[config.mk]
export PLATFORM = sky130hd
export DESIGN_NAME = pbuf_port
export DESIGN_NICKNAME = d
export VERILOG_FILES = /design/src/rtl/pbuf_pkg.sv /design/src/rtl/pbuf_fifo.sv /design/src/rtl/pbuf_slave_if.sv /design/src/rtl/pbuf_ctrl.sv /design/src/rtl/pbuf_port.sv
export SDC_FILE = /design/constraint.sdc
export NUM_CORES = 2
export LEC_CHECK = 0
export BUFFER_PORTS_ARGS = -buffer_cell sky130_fd_sc_hd__buf_2
export CORE_UTILIZATION = 70
export CTS_BUF_LIST = sky130_fd_sc_hd__clkbuf_8
export DETAILED_ROUTE_END_ITERATION = 12
export GPL_ROUTABILITY_DRIVEN = 1
export PLACE_DENSITY = 0.9
export SLEW_MARGIN = 40
export SYNTH_ARGS = -nofsm -noshare
export SYNTH_HDL_FRONTEND = slang
export SYNTH_SLANG_ARGS = --single-unit
[constraint.sdc]
create_clock -name clk -period 6.65 [get_ports clk]
set_input_delay 0.665 -clock clk [delete_from_list [all_inputs] [get_ports clk]]
set_output_delay 0.665 -clock clk [all_outputs]
set_load 0.1 [all_outputs]
[src/rtl/pbuf_pkg.sv]
package pbuf_pkg;
  localparam logic [2:0] CMD_IDLE  = 3'b000;
  localparam logic [2:0] CMD_WRITE = 3'b001;

  typedef enum logic [1:0] {
    ST_WAIT  = 2'd0,
    ST_FETCH = 2'd1,
    ST_SHOW  = 2'd2
  } pbuf_state_e;
endpackage

[src/rtl/pbuf_fifo.sv]
module pbuf_fifo #(
  parameter int WIDTH = 48,
  parameter int DEPTH = 32
) (
  input  logic             clk,
  input  logic             rst_n,
  input  logic             wr_en,
  input  logic [WIDTH-1:0] wr_data,
  input  logic             rd_en,
  output logic [WIDTH-1:0] rd_data,
  output logic             empty,
  output logic             full
);
  localparam int AW = (DEPTH > 1) ? $clog2(DEPTH) : 1;
  localparam int CW = $clog2(DEPTH + 1);
  localparam bit POW2 = (DEPTH == (1 << AW));

  logic [WIDTH-1:0] mem [DEPTH];
  logic [AW-1:0]    wr_ptr, rd_ptr, wr_ptr_nx, rd_ptr_nx;
  logic [CW-1:0]    count, count_nx;

  // pointer advance: natural wrap for powers of two, explicit compare otherwise
  generate
    if (POW2) begin : g_wrap_nat
      always_comb begin
        wr_ptr_nx = wr_ptr + AW'(1);
        rd_ptr_nx = rd_ptr + AW'(1);
      end
    end else begin : g_wrap_cmp
      always_comb begin
        wr_ptr_nx = (wr_ptr == AW'(DEPTH - 1)) ? '0 : wr_ptr + AW'(1);
        rd_ptr_nx = (rd_ptr == AW'(DEPTH - 1)) ? '0 : rd_ptr + AW'(1);
      end
    end
  endgenerate

  always_comb begin
    count_nx = count;
    case ({wr_en, rd_en})
      2'b10:   count_nx = count + CW'(1);
      2'b01:   count_nx = count - CW'(1);
      default: count_nx = count;
    endcase
  end

  always_ff @(posedge clk or negedge rst_n) begin
    if (!rst_n) begin
      wr_ptr <= '0;
      rd_ptr <= '0;
      count  <= '0;
    end else begin
      if (wr_en) wr_ptr <= wr_ptr_nx;
      if (rd_en) rd_ptr <= rd_ptr_nx;
      count <= count_nx;
    end
  end

  always_ff @(posedge clk) begin
    if (wr_en) mem[wr_ptr] <= wr_data;
  end

  assign rd_data = mem[rd_ptr];
  assign empty   = (count == '0);
  assign full    = (count == CW'(DEPTH));

  AST_NO_OVERFLOW: assert property (@(posedge clk) disable iff (!rst_n)
    wr_en |-> (count < CW'(DEPTH)));
  AST_NO_UNDERFLOW: assert property (@(posedge clk) disable iff (!rst_n)
    rd_en |-> (count != '0));
  AST_COUNT_STEP: assert property (@(posedge clk) disable iff (!rst_n)
    (wr_en && rd_en) |=> $stable(count));
endmodule

[src/rtl/pbuf_slave_if.sv]
module pbuf_slave_if #(
  parameter int WIDTH = 48
) (
  input  logic [2:0]       in_cmd,
  input  logic [WIDTH-1:0] in_data,
  input  logic             fifo_full,
  output logic             in_accept,
  output logic             push,
  output logic [WIDTH-1:0] push_data
);
  import pbuf_pkg::*;

  always_comb begin
    in_accept = !fifo_full;
    push      = (in_cmd == CMD_WRITE) && !fifo_full;
    push_data = in_data;
  end
endmodule

[src/rtl/pbuf_ctrl.sv]
module pbuf_ctrl #(
  parameter int WIDTH = 48
) (
  input  logic             clk,
  input  logic             rst_n,
  input  logic             fifo_empty,
  input  logic [WIDTH-1:0] head_data,
  input  logic             out_accept,
  output logic             pop,
  output logic [2:0]       out_cmd,
  output logic [WIDTH-1:0] out_data
);
  import pbuf_pkg::*;

  pbuf_state_e      state, state_nx;
  logic [WIDTH-1:0] hold_q;
  logic             hold_en;

  always_comb begin
    state_nx = state;
    case (state)
      ST_WAIT:  if (!fifo_empty) state_nx = ST_FETCH;
      ST_FETCH: state_nx = ST_SHOW;
      ST_SHOW:  if (out_accept) state_nx = fifo_empty ? ST_WAIT : ST_FETCH;
      default:  state_nx = ST_WAIT;
    endcase
  end

  always_comb begin
    pop     = (state == ST_FETCH);
    hold_en = pop;
    out_cmd = (state == ST_SHOW) ? CMD_WRITE : CMD_IDLE;
  end

  always_ff @(posedge clk or negedge rst_n) begin
    if (!rst_n) state <= ST_WAIT;
    else        state <= state_nx;
  end

  always_ff @(posedge clk or negedge rst_n) begin
    if (!rst_n)       hold_q <= '0;
    else if (hold_en) hold_q <= head_data;
  end

  assign out_data = hold_q;

  AST_HOLD_WORD: assert property (@(posedge clk) disable iff (!rst_n)
    (out_cmd == CMD_WRITE && !out_accept) |=> (out_cmd == CMD_WRITE && $stable(out_data)));
  AST_GAP_AFTER_ACCEPT: assert property (@(posedge clk) disable iff (!rst_n)
    (out_cmd == CMD_WRITE && out_accept) |=> (out_cmd == CMD_IDLE));
  AST_FETCH_SHOWS: assert property (@(posedge clk) disable iff (!rst_n)
    pop |=> (out_cmd == CMD_WRITE));
  AST_FETCH_NONEMPTY: assert property (@(posedge clk) disable iff (!rst_n)
    pop |-> !fifo_empty);
  AST_LEGAL_CMD: assert property (@(posedge clk) disable iff (!rst_n)
    $countones(out_cmd) <= 1 && out_cmd[2:1] == 2'b00);
endmodule

[src/rtl/pbuf_port.sv]
module pbuf_port #(
  parameter int WIDTH = 48,
  parameter int DEPTH = 32
) (
  input  logic             clk,
  input  logic             rst_n,
  input  logic [2:0]       in_cmd,
  input  logic [WIDTH-1:0] in_data,
  output logic             in_accept,
  output logic [2:0]       out_cmd,
  output logic [WIDTH-1:0] out_data,
  input  logic             out_accept
);
  logic             push, pop, fifo_empty, fifo_full;
  logic [WIDTH-1:0] push_data, head_data;

  pbuf_slave_if #(.WIDTH(WIDTH)) u_slave (
    .in_cmd    (in_cmd),
    .in_data   (in_data),
    .fifo_full (fifo_full),
    .in_accept (in_accept),
    .push      (push),
    .push_data (push_data)
  );

  pbuf_fifo #(.WIDTH(WIDTH), .DEPTH(DEPTH)) u_fifo (
    .clk     (clk),
    .rst_n   (rst_n),
    .wr_en   (push),
    .wr_data (push_data),
    .rd_en   (pop),
    .rd_data (head_data),
    .empty   (fifo_empty),
    .full    (fifo_full)
  );

  pbuf_ctrl #(.WIDTH(WIDTH)) u_ctrl (
    .clk        (clk),
    .rst_n      (rst_n),
    .fifo_empty (fifo_empty),
    .head_data  (head_data),
    .out_accept (out_accept),
    .pop        (pop),
    .out_cmd    (out_cmd),
    .out_data   (out_data)
  );

  AST_IDLE_NO_STORE: assert property (@(posedge clk) disable iff (!rst_n)
    (in_cmd != 3'b001) |-> !push);
endmodule

* Word-level counts from Yosys, hierarchy flattened
Memories as Yosys holds them, arrays and structs flattened. A register that Yosys moved wholly into a read port is not among the register bits.
Index checks and enable logic that the tools add are counted.
** Word-level totals
- Memories :: 1
- Memory bits (writable) :: 1536
- Word-level logic and storage cells :: 32
- Output and inout bits :: 52
- Flip-flop bits (word level) :: 18
** Memories
- u_fifo.mem :: words 32, bits a word 48, rd ports 1, clocked after memory_dff 1, write ports 1, RTL line pbuf_fifo.sv:18 : logic [WIDTH-1:0] mem [DEPTH];
** Cells by class
- Equality and inequality tests :: 8
- Reductions and logical operators :: 7
- Mux-type cells :: 8
- Add/subtract/negate cells :: 4
** Operators with widths (count)
- $pmux W6 S2 :: 1
- $add A5 B1 Y5 const B :: 2
- $add A6 B1 Y6 const B :: 1
- $eq A6 B6 Y1 const B :: 1
- $logic_not A6 Y1 :: 1
- $pmux W2 S3 :: 1
- $sub A6 B1 Y6 const B :: 1
- $eq A2 B1 Y1 const B :: 2
- $eq A2 B2 Y1 const B :: 2
- $mux W1 :: 4
- $mux W2 :: 2
- $ne A2 B2 Y1 const B :: 2
- $eq A3 B1 Y1 const B :: 1
- $logic_not A1 Y1 :: 2
- $logic_not A2 Y1 :: 1
- $reduce_and A2 Y1 :: 1
- $reduce_bool A2 Y1 :: 1
- $logic_and A1 B1 Y1 :: 1

* Logic depth before layout (Yosys ltp)
- Depth after elaboration :: 5
- Depth in mapped cells :: 11
- Mapped depth without buffers :: 10

* Cells and area by module
A second synthesis with hierarchy kept.
** Unflattened totals
- Cells, all modules :: 2812
- Area, all modules :: 61504.0 µm²
** By module, submodules not included
- pbuf_fifo :: area an instance 58970.3 µm², cells an instance 2649, sequential area each 46524.6 µm², instances 1
- pbuf_ctrl :: area an instance 2154.6 µm², cells an instance 113, sequential area each 1251.2 µm², instances 1
- pbuf_slave_if :: area an instance 379.1 µm², cells an instance 50, sequential area each 0.0 µm², instances 1

* Least setup slack after synthesis
Ideal clock, no wire load.
- Kind :: input to register
- From :: input port in_cmd[1]
- To :: memory u_fifo.mem[31][0], enable pin
- Buffers on the path :: 0
- Path slack :: 2385 ps
- Data required time :: 6196 ps
- Arrival time :: 3811 ps
- Stages :: 4
- Cells stage by stage :: or3b_2 -> a31oi_2 -> nand2_1 -> nor2_1
** On the way
- Longest elaborated chain between the ends :: 4
** RTL lines
- from (decl) :: RTL line pbuf_port.sv:7 : input logic [2:0] in_cmd,
- $eq A3 B1 Y1 :: RTL line pbuf_slave_if.sv:15 : push = (in_cmd == CMD_WRITE) && !fifo_full;
- $logic_and A1 B1 Y1 :: RTL line pbuf_slave_if.sv:15
- $mux W1 :: RTL line pbuf_fifo.sv:59 : if (wr_en) mem[wr_ptr] <= wr_data;
- $mux W1 (not written as such) :: RTL line pbuf_fifo.sv:59
- to (decl) :: RTL line pbuf_fifo.sv:18
No other way between the ends.

* Worst setup path after layout
- From :: register u_fifo.count[1]
- To :: memory u_fifo.mem[25][7], enable pin
** On the way
- Longest elaborated chain between the ends :: 5
** RTL lines
- from (decl) :: RTL line pbuf_fifo.sv:20 : logic [CW-1:0] count, count_nx;
- from (signal assigned) :: RTL line pbuf_fifo.sv:54 : count <= count_nx;
- $eq A6 B6 Y1 :: RTL line pbuf_fifo.sv:64 : assign full = (count == CW'(DEPTH));
- $logic_not A1 Y1 :: RTL line pbuf_slave_if.sv:15
- $logic_and A1 B1 Y1 :: RTL line pbuf_slave_if.sv:15
- $mux W1 :: RTL line pbuf_fifo.sv:59
- $mux W1 (not written as such) :: RTL line pbuf_fifo.sv:59
No other way between the ends.

==> impl_metrics.tcl <==
set metrics [dict create \
    synth-edff-count 1536 \
    path_cells "nor3_1 -> a31oi_2 -> nand2_1 -> nor2_4 -> buf_4" \
    setup_viol 0 \
    status "complete, no violations" \
    dr.pass1.iters 6 \
    dieArea_sq_mm 0.0897 \
    max-slew-margin-rel 0.351 \
    hold_path_class "primary input to register" \
    post_cts_resized 0 \
    synthMuxAreaShare 0.147 \
    skew_ns 0.0549 \
    wl_per_cell_microns 39.0 \
    clk_pin_slew_worst_paths_ns 0.07 \
    clkLatencyLatePin_ns 0.92 \
    ir_drop_mv 0.423 \
    cp.arrival_ns 4.63 \
    crit_path_top_delay_cell "nor2_4" \
    ys_top_cells_by_area "edfxtp_1 (74%), mux4_2 (10%), dfrtp_1 (2.7%)" \
    numCtsBuffers 224 \
    holdPathStages 3 \
    grt_max_degree 157 \
    area_growth_pct 11.0 \
    grt_first_pass_wirelength_mm 242 \
    cts_htree_levels 4 \
    ys.flop_type "edfxtp_1" \
    synth_cells 2910 \
    fin_tns_setup_ns 0 \
    cp_num_buf_inv 1 \
    synth_xor_xnor_area_share 0.00226 \
    hold_viol 0 \
    synth-async-reset-ratio 0.0412 \
    synth-simple-area-share 0.0271 \
    total_power_mw 28.7 \
    synth_area_leader_cell "edfxtp_1" \
    detailed_place_hpwl_mm 93.1 \
    endpoint_kind "register" \
    worstSetupPathType "register to register" \
    vias 34800 \
    antenna_left 0 \
    netlist.area_leader.share 0.744 \
    synth_top_family_by_area "multiplexers" \
    avgViaCountPerCell 7.71 \
    final_nets 3218 \
    drv_slew 0 \
    drtIter0Drc 6370 \
    port_buffers 103 \
    rsz0062_at_grt "false" \
    cp_top_family "simple AND/OR/NAND/NOR gates" \
    ff2ff_path_depth 5 \
    groute.usage.overall 0.386 \
    syn_area_sq_mm 0.0620 \
    cpPeakStageDelay_ns 0.85 \
    die_w_microns 300 \
    p_per_area_mw_per_mm2 416 \
    core_sq_mm 0.0872 \
    fin_crit_ns 4.11 \
    numClockSinks 1602 \
    drv_cap 0 \
    pin_count 106 \
    yosysMostFrequentCell "edfxtp_1" \
    p_leak_nw 22.1 \
    yosysSeqAreaShare 0.771 \
    wl_mm 176 \
    num_rows 108 \
    ys_ff_latch 1602 \
    tritoncts "built" \
    gp_congestion 0.906 \
    antenna_found_initial 6 \
    synth_area_per_cell_sq_um 21.3 \
    gr-total-overflow 0 \
    worst_slew_pin_slew_ns 0.966 \
    required_ns 7.18 \
    drc 0 \
    clockBufferDepth 3 \
    yosys-top-cells-count "edfxtp_1 (1536), mux4_2 (288), mux2_2 (146)" \
    layout-drive-gt1-share 0.298 \
    synth_fa_ha_area_frac 0.00162 \
    first_global_vias 34300 \
    rrSetupSlack_ns 2.54 \
    finalCritPeriodShare 0.617 \
    path_depth 5 \
    synth_compound_area_frac 0.0352 \
    ys_types 40 \
    die_h_microns 300 \
    worst_setup_path_start_kind "register" \
    start_util 0.711 \
    yosysWarnings 0 \
    cp_max_fo 29 \
    clockRootBuffer "clkbuf_8" \
    max_freq_mhz 244 \
]
cells in the final DEF, fill, tap and decap left out, types with 6 or more instances in the layout:
cell / n
nor2_4: 32
diode_2: 6
edfxtp_1: 1536
nor2_1: 51
nand2_1: 8
clkinv_1: 53
nor2b_1: 52
xnor2_1: 9
o31a_1: 48
mux2_2: 146
buf_4: 52
nor3b_2: 40
o21ai_0: 53
ha_1: 8
buf_2: 102
xor2_1: 7
clkbuf_8: 243
clkinv_2: 14
nor3_1: 48
mux4_2: 288
buf_16: 16
inv_1: 91
o22ai_1: 48
mux2i_1: 96
buf_8: 16
o32ai_1: 48
buf_12: 8
dfrtp_1: 62
nor3b_1: 9
a211oi_1: 96
report_power, final:
part | internal [mW] | leakage (nW) | switching (mW)
logic | 3.24 | 5.02 | 5.89
registers | 11.4 | 14.5 | 0.606
clock network | 3.58 | 2.49 | 3.92
tightest hold or removal path: cells and delay by family:
family / cells / cell delay [ns]
AO/OA/AOI/OAI: 1 / 0.09
buffers and inverters: 2 / 0.18
path summary, 6_finish.rpt:
path                                     endpoint             from
worst max-delay path            u_fifo.mem[25][7]  u_fifo.count[1]
worst min-delay path              u_ctrl.state[0]       out_accept
worst max register to register  u_fifo.mem[25][7]  u_fifo.count[1]
worst min register to register    u_ctrl.state[0]  u_ctrl.state[0]
max in group asynchronous        u_fifo.rd_ptr[0]            rst_n
min in group asynchronous        u_fifo.wr_ptr[0]            rst_n
registers in the layout, summed over array words and instances (netlist names):
signal and count:
u_ctrl.out_data 48, u_ctrl.state 2, u_fifo.count 6, u_fifo.mem 1536, u_fifo.rd_ptr 5, u_fifo.wr_ptr 5
cells by family (layout without fill, tap and decap cells):
kind of cell | after synthesis | count (layout)
flops | 1602 | 1602
mux | 530 | 530
compound gates | 301 | 301
simple gates | 269 | 269
buf+inv | 183 | 617
xor+xnor | 16 | 16
fa+ha+maj | 8 | 8
other cells | 1 | 8
metrics by stage:
| step | cells | hold WS [ns] | utilization | cell area [sq um] | setup slack, ns |
|---|---|---|---|---|---|
| CTS | 4493 | 0.0139 | 0.787 | 68600 | 2.59 |
| global route | 4503 | 0.0684 | 0.789 | 68800 | 2.61 |
| floorplan | 2911 | 0.369 | - | 62000 | 2.39 |
| global placement | 4049 | 0.499 | 0.731 | 63700 | 2.32 |
| finish | 4506 | 0.0819 | 0.789 | 68800 | 2.54 |
| detailed placement | 4077 | 0.509 | 0.738 | 64300 | 2.30 |
metal layers:
layer / part of all wire / global-route usage / up-vias / wire, microns
li1: - / - / 12700 / -
met1: 0.30 / 0.489 / 17100 / 53600
met2: 0.48 / 0.614 / 4064 / 84000
met3: 0.14 / 0.0986 / 928 / 24500
met4: 0.078 / 0.229 / 4 / 13800
met5: 0.00022 / 0 / - / 39
repair_timing:
action | CTS | global route
endpoints found under the hold margin | 34 | 0
setup endpoints to repair | 0 | 0
hold buffers | 1 | 0
setup buffers | 0 | 0
final cells by class:
cell class	count	area, sq um
flip-flops and latches	1602	47800
fillers	3658	18400
multi-input cells	1126	13500
clock buffers	243	3340
repair buffers	196	1780
well taps	1155	1450
clock inverters	172	927
inverters	6	22.5
diodes	6	15.0
Power figures use the tool's default switching activity.
